[src/rtl/mbox_pkg.sv]
// Shared offsets and the command word layout for the doorbell mailbox.
package mbox_pkg;
    localparam logic [7:0] CMD_OFS  = 8'h00;
    localparam logic [7:0] STAT_OFS = 8'h04;
    localparam logic [7:0] WBUF_OFS = 8'h80;
    localparam logic [7:0] RBUF_OFS = 8'h90;

    // Host command word; field positions are decoded by the controller.
    typedef struct packed {
        logic [7:0] hi_rsv;
        logic [7:0] nbytes;
        logic [3:0] tag;
        logic [2:0] lo_rsv;
        logic       want_irq;
        logic [7:0] opcode;
    } mbox_cmd_t;
endpackage

[src/rtl/mbox_buf.sv]
// Word-addressed payload store with one write port and one combinational
// read port. Assumes indices are in range; the parent decodes the window.
module mbox_buf #(
    parameter int WORDS  = 4,
    parameter int WORD_W = 32,
    localparam int IDX_W = (WORDS > 1) ? $clog2(WORDS) : 1
) (
    input  logic              clk,
    input  logic              rst_n,
    input  logic              wr_en,
    input  logic [IDX_W-1:0]  wr_idx,
    input  logic [WORD_W-1:0] wr_data,
    input  logic [IDX_W-1:0]  rd_idx,
    output logic [WORD_W-1:0] rd_word
);
    logic [WORD_W-1:0] mem [WORDS];

    for (genvar w = 0; w < WORDS; w++) begin : g_word
        // Hold one word; load it when its index is written.
        always_ff @(posedge clk) begin
            if (!rst_n)
                mem[w] <= '0;
            else if (wr_en && wr_idx == IDX_W'(w))
                mem[w] <= wr_data;
        end
    end

    // Present the selected word.
    assign rd_word = mem[rd_idx];
endmodule

[src/rtl/mbox_ctrl.sv]
// Command latch and busy state. It accepts a command only while idle and
// pulses the doorbell. A completion post while busy ends the command, records
// the error, and pulses the host interrupt if the command asked for one.
module mbox_ctrl #(
    parameter int WORD_W = 32
) (
    input  logic              clk,
    input  logic              rst_n,
    input  logic              cmd_wr,
    input  logic [WORD_W-1:0] cmd_data,
    input  logic              done_wr,
    input  logic [WORD_W-1:0] done_data,
    output logic              busy,
    output logic              err,
    output logic [7:0]        err_code,
    output logic [WORD_W-1:0] cmd_word,
    output logic              doorbell,
    output logic              cpl_irq
);
    import mbox_pkg::*;

    mbox_cmd_t cmd_q;
    assign cmd_word = WORD_W'(cmd_q);

    // Sequence accept and complete; the pulses default low every cycle.
    always_ff @(posedge clk) begin
        if (!rst_n) begin
            busy     <= 1'b0;
            err      <= 1'b0;
            err_code <= '0;
            cmd_q    <= '0;
            doorbell <= 1'b0;
            cpl_irq  <= 1'b0;
        end else begin
            doorbell <= 1'b0;
            cpl_irq  <= 1'b0;
            if (cmd_wr && !busy) begin
                busy     <= 1'b1;
                cmd_q    <= mbox_cmd_t'(cmd_data[31:0]);
                err      <= 1'b0;
                err_code <= '0;
                doorbell <= 1'b1;
            end else if (done_wr && busy) begin
                busy     <= 1'b0;
                err      <= done_data[1];
                err_code <= done_data[23:16];
                cpl_irq  <= cmd_q.want_irq;
            end
        end
    end
endmodule

[src/rtl/doorbell_mailbox.sv]
// Top of the mailbox. It decodes both register ports, builds the status
// word, and registers the read data. It assumes single-cycle strobes and
// byte offsets within the window.
module doorbell_mailbox #(
    parameter int         BUF_BYTES = 16,
    parameter logic [7:0] INIT_ID   = 8'h5A,
    localparam int WORD_W    = 32,
    localparam int BUF_WORDS = BUF_BYTES / 4,
    localparam int IDX_W     = (BUF_WORDS > 1) ? $clog2(BUF_WORDS) : 1
) (
    input  logic              clk,
    input  logic              rst_n,
    input  logic              h_wr_en,
    input  logic              h_rd_en,
    input  logic [7:0]        h_addr,
    input  logic              h_byte,
    input  logic [WORD_W-1:0] h_wdata,
    output logic [WORD_W-1:0] h_rdata,
    output logic              h_irq,
    input  logic              c_wr_en,
    input  logic              c_rd_en,
    input  logic [7:0]        c_addr,
    input  logic [WORD_W-1:0] c_wdata,
    output logic [WORD_W-1:0] c_rdata,
    output logic              c_doorbell
);
    import mbox_pkg::*;

    logic              busy, err;
    logic [7:0]        err_code;
    logic [WORD_W-1:0] cmd_word, wbuf_word, rbuf_word, status;
    logic [7:0]        h_woff, h_roff, c_woff, c_roff;
    logic              h_in_wbuf, h_in_rbuf, c_in_wbuf, c_in_rbuf;
    logic [WORD_W-1:0] h_rd_next, c_rd_next;

    // Offsets relative to each buffer window.
    assign h_woff    = h_addr - WBUF_OFS;
    assign h_roff    = h_addr - RBUF_OFS;
    assign c_woff    = c_addr - WBUF_OFS;
    assign c_roff    = c_addr - RBUF_OFS;
    assign h_in_wbuf = 32'(h_woff) < BUF_BYTES;
    assign h_in_rbuf = 32'(h_roff) < BUF_BYTES;
    assign c_in_wbuf = 32'(c_woff) < BUF_BYTES;
    assign c_in_rbuf = 32'(c_roff) < BUF_BYTES;

    mbox_ctrl #(.WORD_W(WORD_W)) u_ctrl (
        .clk       (clk),
        .rst_n     (rst_n),
        .cmd_wr    (h_wr_en && h_addr == CMD_OFS),
        .cmd_data  (h_wdata),
        .done_wr   (c_wr_en && c_addr == STAT_OFS),
        .done_data (c_wdata),
        .busy      (busy),
        .err       (err),
        .err_code  (err_code),
        .cmd_word  (cmd_word),
        .doorbell  (c_doorbell),
        .cpl_irq   (h_irq)
    );

    // Host to controller payload.
    mbox_buf #(.WORDS(BUF_WORDS), .WORD_W(WORD_W)) u_wbuf (
        .clk     (clk),
        .rst_n   (rst_n),
        .wr_en   (h_wr_en && h_in_wbuf),
        .wr_idx  (h_woff[IDX_W+1:2]),
        .wr_data (h_wdata),
        .rd_idx  (c_woff[IDX_W+1:2]),
        .rd_word (wbuf_word)
    );

    // Controller to host response.
    mbox_buf #(.WORDS(BUF_WORDS), .WORD_W(WORD_W)) u_rbuf (
        .clk     (clk),
        .rst_n   (rst_n),
        .wr_en   (c_wr_en && c_in_rbuf),
        .wr_idx  (c_roff[IDX_W+1:2]),
        .wr_data (c_wdata),
        .rd_idx  (h_roff[IDX_W+1:2]),
        .rd_word (rbuf_word)
    );

    // Status word as the host sees it.
    assign status = {8'h00, err_code, INIT_ID, cmd_word[15:12], 2'b00, err, busy};

    // Host read decode: status, the read buffer by word or byte, else zero.
    always_comb begin
        h_rd_next = '0;
        if (h_addr == STAT_OFS)
            h_rd_next = status;
        else if (h_in_rbuf)
            h_rd_next = h_byte ? WORD_W'(rbuf_word[{h_addr[1:0], 3'b000} +: 8])
                               : rbuf_word;
    end

    // Controller read decode: latched command or write buffer, else zero.
    always_comb begin
        c_rd_next = '0;
        if (c_addr == CMD_OFS)
            c_rd_next = cmd_word;
        else if (c_in_wbuf)
            c_rd_next = wbuf_word;
    end

    // Register both read ports; zero when not reading.
    always_ff @(posedge clk) begin
        if (!rst_n) begin
            h_rdata <= '0;
            c_rdata <= '0;
        end else begin
            h_rdata <= h_rd_en ? h_rd_next : '0;
            c_rdata <= c_rd_en ? c_rd_next : '0;
        end
    end
endmodule

[config.mk]
export PLATFORM = sky130hd
export DESIGN_NAME = doorbell_mailbox
export DESIGN_NICKNAME = d
export VERILOG_FILES = /design/src/rtl/mbox_pkg.sv /design/src/rtl/mbox_buf.sv /design/src/rtl/mbox_ctrl.sv /design/src/rtl/doorbell_mailbox.sv
export SDC_FILE = /design/constraint.sdc
export NUM_CORES = 1
export LEC_CHECK = 0
export CAP_MARGIN = 20
export CORE_UTILIZATION = 60
export CTS_CLUSTER_SIZE = 24
export DETAILED_ROUTE_END_ITERATION = 8
export PLACE_DENSITY_LB_ADDON = 0.3
export SLEW_MARGIN = 0
export SYNTH_ARGS = -nofsm -noshare
export SYNTH_HDL_FRONTEND = slang
export SYNTH_HIERARCHICAL = 1
export SYNTH_SLANG_ARGS = --single-unit
[constraint.sdc]
create_clock -name clk -period 12.38 [get_ports clk]
set_clock_uncertainty 0.15 [all_clocks]
set_input_delay 1.857 -clock clk [delete_from_list [all_inputs] [get_ports clk]]
set_output_delay 1.857 -clock clk [all_outputs]
set_load 0.01 [all_outputs]
# Yosys cells after proc, flatten, opt, wreduce, memory -nomap -nowiden

Memory sizes are Yosys's and may differ from the RTL's.
Index checks and enable logic that the tools add are counted.
Widths: inputs -> output; s select.

$add $sub $neg: 4
Order comparisons: 4
Eq/ne operators: 8
Shift-type cells: 1
Muxes and demuxes: 41
Bitwise gates (word level): 12
Reductions and logical operators: 26

Operator list:

| cell                | count |
|---|---|
| $mux 32             | 10 |
| $mux 24             | 3 |
| $lt 8x5->1 const B  | 4 |
| $shiftx 32x6->8     | 1 |
| $sub 8x8->8 const B | 4 |
| $mux 1              | 28 |
| $eq 8x3->1 const B  | 2 |
| $logic_not 8->1     | 2 |
| $logic_and 1x1->1   | 14 |
| $eq 2x2->1 const B  | 4 |
| $or 1x1->1          | 8 |
| $reduce_or 5->1     | 1 |
| $eq 2x1->1 const B  | 2 |
| $logic_not 2->1     | 2 |
| $not 1->1           | 4 |
| $reduce_and 2->1    | 2 |
| $reduce_or 4->1     | 1 |
| $reduce_or 3->1     | 1 |
| $reduce_bool 2->1   | 1 |
| $reduce_or 2->1     | 1 |
| $logic_not 1->1     | 1 |

Register bits after elaboration: 108
Memory bits (writable): 256
Bits of input ports: 87
Output and inout bits: 66
Word-level logic and storage cells: 113
Memories: 2

Memories:

| name       | words | bits a word | rd ports | clocked after Yosys merged registers in | write ports | RTL line       | source |
|---|---|---|---|---|---|---|---|
| u_rbuf.mem | 4     | 32          | 1        | 0                                       | 4           | mbox_buf.sv:16 | `logic [WORD_W-1:0] mem [WORDS];` |
| u_wbuf.mem | 4     | 32          | 1        | 0                                       | 4           | mbox_buf.sv:16 |  |

# Depth between registers and ports, before layout

Depth after elaboration: 8
Mapped depth: 8
Mapped depth without buffers: 6

# By module

The synthesis kept the hierarchy.

By module, submodules not included:

| module           | instances | cells an instance | area an instance (um2) | seq. area each (um2) |
|---|---|---|---|---|
| mbox_buf         | 2         | 318               | 5582.9                 | 3843.7 |
| doorbell_mailbox | 1         | 194               | 2233.4                 | 1281.2 |
| mbox_ctrl        | 1         | 192               | 1620.3                 | 880.8 |

# Worst setup path after synthesis

OpenSTA, ideal clock, no wires.

Path type: input to register
Start: in h_addr[5]
End: mem u_wbuf.mem[1][0], enable pin
Setup time: 466 ps
Arrival time: 4718 ps
Data required time: 11764 ps
Path slack: 7046 ps
Stages: 4
Buffers on the path: 0
Cells stage by stage: nor3_1 and3_1 nand2b_1 o21ai_0

RTL lines:

| element            | RTL line               | source |
|---|---|---|
| start: declaration | doorbell_mailbox.sv:15 | `input logic [7:0] h_addr,` |
| end: declaration   | mbox_buf.sv:16         |  |

# Worst setup path in the final report

Start: in h_addr[0]
End: reg u_ctrl.cmd_q, in the netlist u_ctrl/cmd_word[24]

Longest elaborated chain between the ends: 3

Ends and longest elaborated chain:

| element                | RTL line               | source |
|---|---|---|
| $logic_not 8->1        | doorbell_mailbox.sv:49 | `.cmd_wr (h_wr_en && h_addr == CMD_OFS),` |
| $logic_and 1x1->1      | doorbell_mailbox.sv:49 |  |
| $logic_and 1x1->1      | mbox_ctrl.sv:37        | `if (cmd_wr && !busy) begin` |
| end signal: assignment | mbox_ctrl.sv:39        | `cmd_q <= mbox_cmd_t'(cmd_data[31:0]);` |
| end: declaration       | mbox_ctrl.sv:22        | `mbox_cmd_t cmd_q;` |

No other way between the ends.
A chain may end at the register's enable or synchronous reset.

==> metrics.txt <==
normalized max-slew margin 33.1%; post-synthesis compound-gate area fraction 5.78%; via count 9021; setup repair after global routing missed its margin false; path category of the worst min-delay check reg -> reg; share of layout cells above drive strength 1 13.3%; flop and latch count out of synthesis approximately 360; iteration-0 DRC count of the detailed router 835; hold path startpoint u_ctrl/cmd_word[4]; final critical delay including setup and external delays about 4200 ps; Die W 160 um; simple-gate area share of the yosys netlist 15.5%; Int Power 2.04 mW; portion of total power attributed to sequential cells 52.9%; Core Rows 57; global routing usage summed across all routing layers 27.3%; maximum number of pins on one net before global-route repair 63; number of resized instances in the post-cts repair step 0; Setup Total Neg Slack 0 ps; final net count around 1300; final number of setup-violating endpoints 0; largest family of logic cells by synthesized area simple AND/OR/NAND/NOR gates; antenna violations before repair 0; cell leakage power 6.35 nW; initial core utilization 61.4%; part of the total power dissipated in combinational logic 5.9%; wire length of the first global-routing pass 52.5 mm; number of top-level pins ~150; clock buffer count from CTS 37; warning count from the yosys run 6; endpoint required time on the critical path 12650 ps; sequential area share after synthesis 65.6%; Avg Vias per Cell 5.92; part of the cycle the worst path needs 34.2%; met2 usage in global routing between 40% and 50%; highest net fanout along the worst path 33; clock network fraction of design power 41.2%; later-pin clock latency in the skew report 510 ps; detailed-placement wirelength estimate around 21 mm; most used cells in the layout excluding fill and tap cells sky130_fd_sc_hd__and2_1, sky130_fd_sc_hd__edfxtp_1, sky130_fd_sc_hd__clkdlybuf4s50_1, sky130_fd_sc_hd__dfxtp_1, sky130_fd_sc_hd__nand2_1; net count of the mapped netlist 1109; Die Y 160 um; number of enable-type register cells in the synthesized netlist 256; Synth Instances between 1000 and 1500; clk root buf sky130_fd_sc_hd__clkbuf_16; max cap viols 0; DRC violations left 0; cell area after placement 0.0168 mm2; largest voltage drop on the vdd net 128 uV; number of hold violations in the final report 0; antenna cell count 0; element type at the critical path start input pin; achievable clock frequency 0.236 GHz; wire length per cell after detailed routing 22.5 um; total power divided by cell area about 140 mW/mm2; most common library cell in the layout ignoring fill and taps sky130_fd_sc_hd__and2_1; die area 0.0257 mm2; slew at the pin closest to its max-slew limit 1000 ps; final weighted congestion in routability-driven placement 0.786; reported net switching power 0.528 mW; count of clock tree sinks 364; Design Power 2.57 mW; number of routed nets with antenna violations 0; post-CTS clock slew at the launch and capture registers of the worst setup and hold paths 60 ps; global-route met3 utilization roughly 3.9%; via count of the first global-routing pass 9406; layout overhead on the synthesized area 19.5%; Hold Buf Count CTS 0; run status complete, no violations; WL final 34.3 mm; origin of the critical flop-to-flop path u_rbuf/mem[1][28]; GR Layer Usage met1 35.8%; Worst Path Arrival 4500 ps; total congestion overflow after global routing 0; critical path launch point h_addr[0]; maximum count of clock buffers along a single path 3; max-slew violation count 0; number of buffers inserted by post-CTS setup repair 0; Cell variety after synth 45; IO buf count 152; core outline area 0.0245 mm2; mean instance size in the synthesized netlist about 15 um2; synthesized-area fraction occupied by xor and xnor cells 0%; endpoint class of the critical path register; Post-Synthesis Cell Area 0.0150 mm2; mux contribution to synthesized area 10.3%; Net Sw Frac around 20%; synthesized-area fraction occupied by adder cells 0%; Crit Path Category in -> reg; Primary FF master, synth sky130_fd_sc_hd__edfxtp_1; share of flip-flops with an asynchronous set or reset after synthesis 0%; H-tree levels 2; length of the first detailed-routing pass in iterations 7; area of all placed cells without fillers 0.0179 mm2; TritonCTS clock tree yes; GR peak layer met2
flip-flops by register name, indices dropped and copies added (netlist names):
| register | cells |
|---|---|
| c_rdata | 32 |
| h_rdata | 32 |
| u_ctrl/busy | 1 |
| u_ctrl/cmd_word | 32 |
| u_ctrl/cpl_irq | 1 |
| u_ctrl/doorbell | 1 |
| u_ctrl/err | 1 |
| u_ctrl/err_code | 8 |
| u_rbuf/mem | 128 |
| u_wbuf/mem | 128 |
final cells by class:
| class | instances | area, um2 |
|---|---|---|
| Inverter | 3 | 11.3 |
| Tap cell | 324 | 405 |
| Fill cell | 1533 | 6520 |
| Clock inverter | 13 | 88.8 |
| Sequential cell | 364 | 9850 |
| Timing Repair Buffer | 174 | 1670 |
| Clock buffer | 54 | 1070 |
| Multi-Input combinational cell | 591 | 4850 |
routing by layer:
layer,wire (um),vias up
met4,1200,0
met5,0,-
met1,13300,4470
met3,2690,75
li1,-,4033
met2,17000,443
cell usage after synthesis (9+ instances only):
cell,number,area share [%]
sky130_fd_sc_hd__and2_1,263,11
sky130_fd_sc_hd__edfxtp_1,256,51
sky130_fd_sc_hd__dfxtp_1,108,14
sky130_fd_sc_hd__nand2_1,94,2.3
sky130_fd_sc_hd__mux4_2,60,9.0
sky130_fd_sc_hd__a22o_1,40,2.3
sky130_fd_sc_hd__a21boi_1,30,1.5
sky130_fd_sc_hd__clkbuf_1,28,0.70
sky130_fd_sc_hd__buf_2,20,0.67
sky130_fd_sc_hd__nor2_1,14,0.35
sky130_fd_sc_hd__o21ai_0,12,0.40
sky130_fd_sc_hd__o22ai_1,9,0.37
through the flow:
step	setup WS, ps	hold slack, ps	std cells	util, %
2_1_floorplan	7050	273	1022	-
3_3_place_gp	7780	290	1456	68.6
3_5_place_dp	7670	296	1456	68.6
4_1_cts	8160	304	1523	73.4
5_1_grt	8030	322	1523	73.4
6_report	8150	303	1523	73.4
power by group through the flow:
stage	Combinational (mW)	Sequential, mW	Clock (mW)
2_1_floorplan	0.0808	1.38	0
3_3_place_gp	0.148	1.38	0
3_5_place_dp	0.149	1.39	0
4_1_cts	0.150	1.36	1.07
5_1_grt	0.158	1.36	1.12
6_report	0.151	1.36	1.06
worst paths after layout:
kind / to / cells past startpoint / slack [ps]
hold / removal: u_ctrl/cmd_word[4] / 2 / 300
hold reg to reg: u_ctrl/cmd_word[4] / 2 / 300
setup reg to reg: h_rdata[4] / 5 / 10330
setup / recovery: u_ctrl/cmd_word[24] / 7 / 8150
cells by family after synthesis:
logic type	count (synthesis)
multiplexers	72
AND/OR/NAND/NOR	406
buffers and inverters	67
flip-flops	364
AO/OA/AOI/OAI	113
critical path: stages:
cell	delay, ps
sky130_fd_sc_hd__clkdlybuf4s50_1	710
sky130_fd_sc_hd__or4_4	690
sky130_fd_sc_hd__nor3_1	340
sky130_fd_sc_hd__nor2b_2	230
sky130_fd_sc_hd__buf_4	390
sky130_fd_sc_hd__nand2_1	100
sky130_fd_sc_hd__a21boi_1	170
Power figures use the tool's default switching activity.
